[config.mk]
export PLATFORM = sky130hd
export DESIGN_NAME = parab_step_est
export DESIGN_NICKNAME = d
export VERILOG_FILES = /design/src/rtl/parab_pkg.sv /design/src/rtl/est_terms.sv /design/src/rtl/est_div.sv /design/src/rtl/est_round_clamp.sv /design/src/rtl/parab_step_est.sv
export SDC_FILE = /design/constraint.sdc
export NUM_CORES = 1
export LEC_CHECK = 0
export ABC_CLOCK_PERIOD_IN_PS = 5000
export BUFFER_PORTS_ARGS = -buffer_cell sky130_fd_sc_hd__buf_2
export CAP_MARGIN = 20
export CORE_ASPECT_RATIO = 0.5
export CORE_MARGIN = 1.5
export CORE_UTILIZATION = 50
export DETAILED_ROUTE_END_ITERATION = 10
export GPL_TIMING_DRIVEN = 0
export PLACE_DENSITY = 0.67
export SLEW_MARGIN = 30
export SYNTH_ARGS = -nofsm -noshare
export SYNTH_HDL_FRONTEND = slang
export SYNTH_HIERARCHICAL = 1
export SYNTH_SLANG_ARGS = --single-unit
export TNS_END_PERCENT = 10
[constraint.sdc]
create_clock -name clk -period 5 [get_ports clk]
set_input_delay 0.25 -clock clk [delete_from_list [all_inputs] [get_ports clk]]
set_output_delay 0.25 -clock clk [all_outputs]
set_load 0.1 [all_outputs]
[src/rtl/parab_pkg.sv]
package parab_pkg;

    typedef enum logic {
        EST_IDLE = 1'b0,
        EST_DIV  = 1'b1
    } est_state_e;

endpackage

[src/rtl/est_terms.sv]
// Combinational model terms: curvature sign, numerator and denominator magnitudes,
// numerator sign and fallback direction.
module est_terms #(
    parameter int SAMP_W = 8,
    parameter int STEP_W = 7,
    parameter int A_W    = SAMP_W + 4,
    parameter int IN_W   = SAMP_W + 3,
    parameter int NUM_W  = IN_W - 1 + STEP_W + 3,
    parameter int DEN_W  = A_W + 3
) (
    input  logic signed [SAMP_W-1:0] s0,
    input  logic signed [SAMP_W-1:0] s1,
    input  logic signed [SAMP_W-1:0] s2,
    input  logic signed [SAMP_W-1:0] s3,
    input  logic signed [SAMP_W-1:0] s4,
    input  logic        [STEP_W-1:0] step,
    output logic                     curv_pos,
    output logic                     num_neg,
    output logic                     fb_up,
    output logic        [NUM_W-1:0]  num_mag,
    output logic        [DEN_W-1:0]  den_mag
);

    logic signed [A_W-1:0]  e0, e1, e2, e3, e4;
    logic signed [A_W-1:0]  sum_even, curv;
    logic signed [IN_W-1:0] diff_out, slope;
    logic        [IN_W-1:0] slope_mag;

    always_comb begin
        e0 = A_W'(s0);
        e1 = A_W'(s1);
        e2 = A_W'(s2);
        e3 = A_W'(s3);
        e4 = A_W'(s4);

        sum_even = e0 - e2 + e4;
        curv     = sum_even + sum_even - (e1 + e3);
        curv_pos = curv > 0;

        diff_out  = IN_W'(e0) - IN_W'(e4);
        slope     = diff_out + diff_out + IN_W'(e1) - IN_W'(e3);
        num_neg   = slope < 0;
        slope_mag = num_neg ? IN_W'(-slope) : IN_W'(slope);

        num_mag = NUM_W'(slope_mag) * NUM_W'(step) * NUM_W'(7);
        den_mag = DEN_W'(curv) * DEN_W'(10);

        fb_up = (e0 + e1) > (e3 + e4);
    end

endmodule

[src/rtl/est_div.sv]
// Restoring shift-subtract divider on unsigned magnitudes, fixed NUM_W iterations.
module est_div #(
    parameter int NUM_W = 20,
    parameter int DEN_W = 15
) (
    input  logic             clk,
    input  logic             rst_n,
    input  logic             go,
    input  logic [NUM_W-1:0] num,
    input  logic [DEN_W-1:0] den,
    output logic             vld,
    output logic [NUM_W-1:0] quo,
    output logic [DEN_W-1:0] rem,
    output logic [DEN_W-1:0] den_o
);

    localparam int CNT_W = $clog2(NUM_W + 1);

    typedef struct packed {
        logic             run;
        logic             vld;
        logic [CNT_W-1:0] cnt;
        logic [DEN_W-1:0] den;
        logic [DEN_W-1:0] rem;
        logic [NUM_W-1:0] quo;
    } div_regs_t;

    div_regs_t q_q, q_d;
    logic [DEN_W:0] trial;
    logic           fits;

    always_comb begin
        q_d     = q_q;
        q_d.vld = 1'b0;
        trial   = {q_q.rem, q_q.quo[NUM_W-1]};
        fits    = trial >= {1'b0, q_q.den};

        if (go && !q_q.run) begin
            q_d.run = 1'b1;
            q_d.cnt = CNT_W'(NUM_W);
            q_d.den = den;
            q_d.rem = '0;
            q_d.quo = num;
        end else if (q_q.run) begin
            q_d.rem = fits ? DEN_W'(trial - {1'b0, q_q.den}) : trial[DEN_W-1:0];
            q_d.quo = {q_q.quo[NUM_W-2:0], fits};
            q_d.cnt = q_q.cnt - CNT_W'(1);
            if (q_q.cnt == CNT_W'(1)) begin
                q_d.run = 1'b0;
                q_d.vld = 1'b1;
            end
        end
    end

    always_ff @(posedge clk or negedge rst_n) begin
        if (!rst_n) q_q <= '0;
        else        q_q <= q_d;
    end

    assign vld   = q_q.vld;
    assign quo   = q_q.quo;
    assign rem   = q_q.rem;
    assign den_o = q_q.den;

endmodule

[src/rtl/est_round_clamp.sv]
// Round half away from zero on the magnitude, clamp to step, restore sign.
module est_round_clamp #(
    parameter int NUM_W  = 20,
    parameter int DEN_W  = 15,
    parameter int STEP_W = 7,
    parameter int COR_W  = STEP_W + 1
) (
    input  logic [NUM_W-1:0]        quo,
    input  logic [DEN_W-1:0]        rem,
    input  logic [DEN_W-1:0]        den,
    input  logic [STEP_W-1:0]       step,
    input  logic                    neg,
    output logic signed [COR_W-1:0] corr
);

    logic                    half_up;
    logic [NUM_W:0]          rnd;
    logic [STEP_W-1:0]       mag;
    logic signed [COR_W-1:0] pos;

    always_comb begin
        half_up = {rem, 1'b0} >= {1'b0, den};
        rnd     = {1'b0, quo} + {{NUM_W{1'b0}}, half_up};
        if (rnd > {{(NUM_W + 1 - STEP_W){1'b0}}, step}) mag = step;
        else                                           mag = rnd[STEP_W-1:0];
        pos  = $signed({1'b0, mag});
        corr = neg ? -pos : pos;
    end

endmodule

[src/rtl/parab_step_est.sv]
module parab_step_est
    import parab_pkg::*;
#(
    parameter int SAMP_W = 8,
    parameter int STEP_W = 7
) (
    input  logic                     clk,
    input  logic                     rst_n,
    input  logic                     start,
    input  logic signed [SAMP_W-1:0] smp0,
    input  logic signed [SAMP_W-1:0] smp1,
    input  logic signed [SAMP_W-1:0] smp2,
    input  logic signed [SAMP_W-1:0] smp3,
    input  logic signed [SAMP_W-1:0] smp4,
    input  logic        [STEP_W-1:0] step,
    output logic                     done,
    output logic signed [STEP_W:0]   corr
);

    localparam int A_W     = SAMP_W + 4;
    localparam int IN_W    = SAMP_W + 3;
    localparam int NUM_W   = IN_W - 1 + STEP_W + 3;
    localparam int DEN_W   = A_W + 3;
    localparam int COR_W   = STEP_W + 1;
    localparam int LAT_DIV = NUM_W + 2;

    typedef struct packed {
        est_state_e              st;
        logic                    neg;
        logic [STEP_W-1:0]       step;
        logic signed [COR_W-1:0] corr;
        logic                    done;
    } est_regs_t;

    est_regs_t r_q, r_d;

    logic                    curv_pos, num_neg, fb_up;
    logic [NUM_W-1:0]        num_mag, quo;
    logic [DEN_W-1:0]        den_mag, rem, den_used;
    logic                    div_go, div_vld, busy;
    logic signed [COR_W-1:0] div_corr, step_s;

    est_terms #(
        .SAMP_W(SAMP_W), .STEP_W(STEP_W), .A_W(A_W),
        .IN_W(IN_W), .NUM_W(NUM_W), .DEN_W(DEN_W)
    ) u_terms (
        .s0(smp0), .s1(smp1), .s2(smp2), .s3(smp3), .s4(smp4),
        .step(step),
        .curv_pos(curv_pos), .num_neg(num_neg), .fb_up(fb_up),
        .num_mag(num_mag), .den_mag(den_mag)
    );

    est_div #(.NUM_W(NUM_W), .DEN_W(DEN_W)) u_div (
        .clk(clk), .rst_n(rst_n), .go(div_go),
        .num(num_mag), .den(den_mag),
        .vld(div_vld), .quo(quo), .rem(rem), .den_o(den_used)
    );

    est_round_clamp #(
        .NUM_W(NUM_W), .DEN_W(DEN_W), .STEP_W(STEP_W), .COR_W(COR_W)
    ) u_rc (
        .quo(quo), .rem(rem), .den(den_used),
        .step(r_q.step), .neg(r_q.neg), .corr(div_corr)
    );

    assign busy   = (r_q.st != EST_IDLE);
    assign div_go = !busy && start && curv_pos;
    assign step_s = $signed({1'b0, step});

    always_comb begin
        r_d      = r_q;
        r_d.done = 1'b0;
        case (r_q.st)
            EST_IDLE: begin
                if (start) begin
                    r_d.step = step;
                    r_d.neg  = num_neg;
                    if (curv_pos) begin
                        r_d.st = EST_DIV;
                    end else begin
                        r_d.corr = fb_up ? step_s : -step_s;
                        r_d.done = 1'b1;
                    end
                end
            end
            EST_DIV: begin
                if (div_vld) begin
                    r_d.corr = div_corr;
                    r_d.done = 1'b1;
                    r_d.st   = EST_IDLE;
                end
            end
            default: r_d.st = EST_IDLE;
        endcase
    end

    always_ff @(posedge clk or negedge rst_n) begin
        if (!rst_n) begin
            r_q.st   <= EST_IDLE;
            r_q.neg  <= 1'b0;
            r_q.step <= '0;
            r_q.corr <= '0;
            r_q.done <= 1'b0;
        end else begin
            r_q <= r_d;
        end
    end

    assign done = r_q.done;
    assign corr = r_q.corr;

endmodule

==> metrics.md <==
| Metric | Value |
|---|---|
| Status | `complete, but fails checks` |
| Violated checks | `setup timing` |
| WL met2 | `16100 um` |
| Flop2flop setup slack | `-0.74 ns` |
| Register area share after synthesis | `0.138` |
| CP dominant cell by count | `fa_1` |
| Drt first pass iters | `5` |
| WL met3 | `1140 um` |
| # nets final | `2060` |
| Clock Sinks | `75` |
| Placement Setup Slack | `-5.07 ns` |
| DRC viols | `0` |
| Critical Path Max Stage Delay | `0.54 ns` |
| Slew margin rel. | `0.550` |
| Synth-to-Final Area Change | `22.8%` |
| Number of DRC markers in iteration 0 | `584` |
| Overall routing resource usage | `0.231` |
| WL final | `33000 um` |
| Mapped Area | `13600 um^2` |
| Flops & latches, synth | `75` |
| Hold_ws | `0.287 ns` |
| Fmax | `109 MHz` |
| Placer Congestion | `0.846` |
| Crit. End Element | `register` |
| Final Max Slew Viols | `0` |
| H-tree levels | `3` |
| Most frequent cells in the layout | `inv_1, ha_1, buf_4` |
| Buf/Inv on CP | `10` |
| Worst-path clk slew | `0.06 ns` |
| DR WL/cell | `15.8 um` |
| Dominant synthesized flop cell | `dfrtp_1` |
| Min Tclk post-route | `9.21 ns` |
| Max-cap check violation count | `0` |
| Post-Synthesis Cells | `1598` |
| Hpwl dp | `26000 um` |
| TNS Setup | `-85.01 ns` |
| Rows | `42` |
| Most common cell after layout, fill and taps aside | `inv_1` |
| Die width | `236 um` |
| R2r startpoint | `u_div/rem[7]` |
| Yosys cell types | `91` |
| Num CTS Buffers | `9` |
| Final Skew | `0.00513 ns` |
| CP arrival | `9.41 ns` |
| Worst EP required | `5.20 ns` |
| Yosys Warn Count | `6` |
| CP delay by family, top | `adder cells` |
| Setup Viol. Count Final | `65` |
| FF-to-FF path depth | `29` |
| Via/cell ratio | `5.46` |
| ANT cells | `0` |
| Critical path type | `input pin to register` |
| DIE AREA | `28200 um^2` |
| I/O pin count | `59` |
| Min-delay src | `step[6]` |
| Critical Path Start | `smp0[0]` |
| Final Hold Viols | `0` |
| Top sig layer | `met4` |
| Vias in the first global route | `11393` |
| Worst-Margin Slew | `0.675 ns` |
| Via total after detailed routing | `11383` |
| Period utilisation layout | `1.84` |
| Initial Utilization | `0.511` |
| RSZ-0062 raised after global routing | `true` |
| First-pass GRT wire length | `53600 um` |
| Post-synth EDFFs | `0` |
| Root Buffer | `clkbuf_16` |
| Share of cells above drive strength 1 | `0.257` |
| Grt ovf | `0` |
| Core Region | `26500 um^2` |
| Clk Latency, worst-skew pair | `0.34 ns` |
| Post-synth ARST share | `1.00` |
| Die height | `119 um` |
| Syn Nets | `1929` |
| Worst Slack Setup Final | `-4.21 ns` |
| Hold Crit Depth | `2` |
| Met1 WL | `15400 um` |
| Initial antenna violation count | `1` |
| Max FO, Critical Path | `7` |
| PortBufs | `58` |
| CTS tree | `done` |
| Levels on crit path | `44` |
| Worst Setup Start Kind | `input pin` |
| Pin count of the biggest net entering global routing | `45` |
| Hold Path Class | `input pin to register` |
| Final ANT Viol Nets | `0` |
| Bufs on Longest Clock Path | `2` |
| Synth Area per Inst | `8.48 um^2` |
| CP max stage cell | `fa_1` |
synth_stat cells, drive strengths merged, types with 9 or more instances:
cell	instances	area share
xor2	46	0.030
a211oi	13	0.0083
inv	232	0.064
xnor2	78	0.055
nand2b	23	0.011
clkbuf	27	0.0075
dfrtp	75	0.14
nor2b	39	0.018
or3	9	0.0042
nand4	15	0.0080
a21oi	77	0.030
ha	193	0.18
buf	72	0.039
nor2	70	0.020
nand2	109	0.031
o31ai	10	0.0069
a32oi	11	0.0071
a31oi	14	0.0080
a21o	38	0.021
o21bai	13	0.0072
and2	34	0.016
nand3	44	0.017
mux2	9	0.0075
o21a	13	0.0072
fa	88	0.13
o21ai	97	0.036
and3	14	0.0068
nor3	23	0.011
mux2i	31	0.023
worst register-to-register path: cells and delay by family, from the launching register on:
kind / cells / cell delay, ns
and+or+nand+nor: 6 / 1.21
adders and majority gates: 5 / 1.14
buffers and inverters: 2 / 0.23
xor gates and xnor gates: 2 / 0.39
AOI/OAI and AO/OA: 12 / 1.84
DFF: 1 / 0.44
muxes: 2 / 0.36
logic make-up (layout without fill, tap and decap cells):
| logic type | count (synthesis) | in the layout | share of synthesized area |
|---|---|---|---|
| other | 1 | 1 | 0.000277 |
| flip-flops | 75 | 75 | 0.138 |
| XOR/XNOR | 124 | 124 | 0.0851 |
| AO/OA/AOI/OAI | 343 | 343 | 0.172 |
| multiplexers | 40 | 40 | 0.0304 |
| adder cells (fa/ha/maj) | 281 | 281 | 0.308 |
| buffers and inverters | 332 | 468 | 0.111 |
| AND/OR/NAND/NOR | 402 | 402 | 0.155 |
layer usage:
| layer | GRT usage | up-vias |
|---|---|---|
| met5 | 0 | - |
| met4 | 0.0476 | 0 |
| met3 | 0.0271 | 37 |
| met2 | 0.405 | 223 |
| met1 | 0.308 | 5504 |
| li1 | - | 5619 |
path summary, 6_finish.rpt:
path                                    to
min in group asynchronous  u_div/den_o[11]
min                                r_q[15]
max reg2reg                        corr[6]
max                          u_div/quo[17]
min reg2reg                           busy
max in group asynchronous    u_div/quo[10]
layout make-up:
| type | count | area (um^2) |
|---|---|---|
| timing repair buffer | 122 | 887 |
| clock inverter | 7 | 98.8 |
| tap | 352 | 440 |
| buffer | 97 | 708 |
| multi-input combinational | 1191 | 11500 |
| fill | 2182 | 9900 |
| sequential | 75 | 1880 |
| inverter | 233 | 885 |
| clock buffer | 9 | 225 |
what timing repair did:
action	in CTS	in global routing
endpoints found under the hold margin	31	0
hold buffers	1	0
gates resized for setup	138	86
endpoints found under the setup margin	66	66
setup buffers	46	14
pin swaps	103	64
cloned	2	0
flip-flops by register name, indices dropped and copies added (netlist names):
name / flops
busy: 1
done: 1
u_div/den_o: 15
u_div/vld: 1
corr: 8
u_div/quo: 20
r_q: 8
u_div/q_q: 6
u_div/rem: 15
metrics by stage:
stage	util	instance area, um^2	cells
after global placement	0.554	14700	2008
final	0.627	16600	2086
after CTS	0.606	16100	2072
after detailed placement	0.555	14700	2009
after floorplan	-	14000	1598
after global routing	0.627	16600	2086
Power is left out: the tool's default activity adds up to more than one toggle a clock period on the data nets, which glitch-free logic cannot reach.
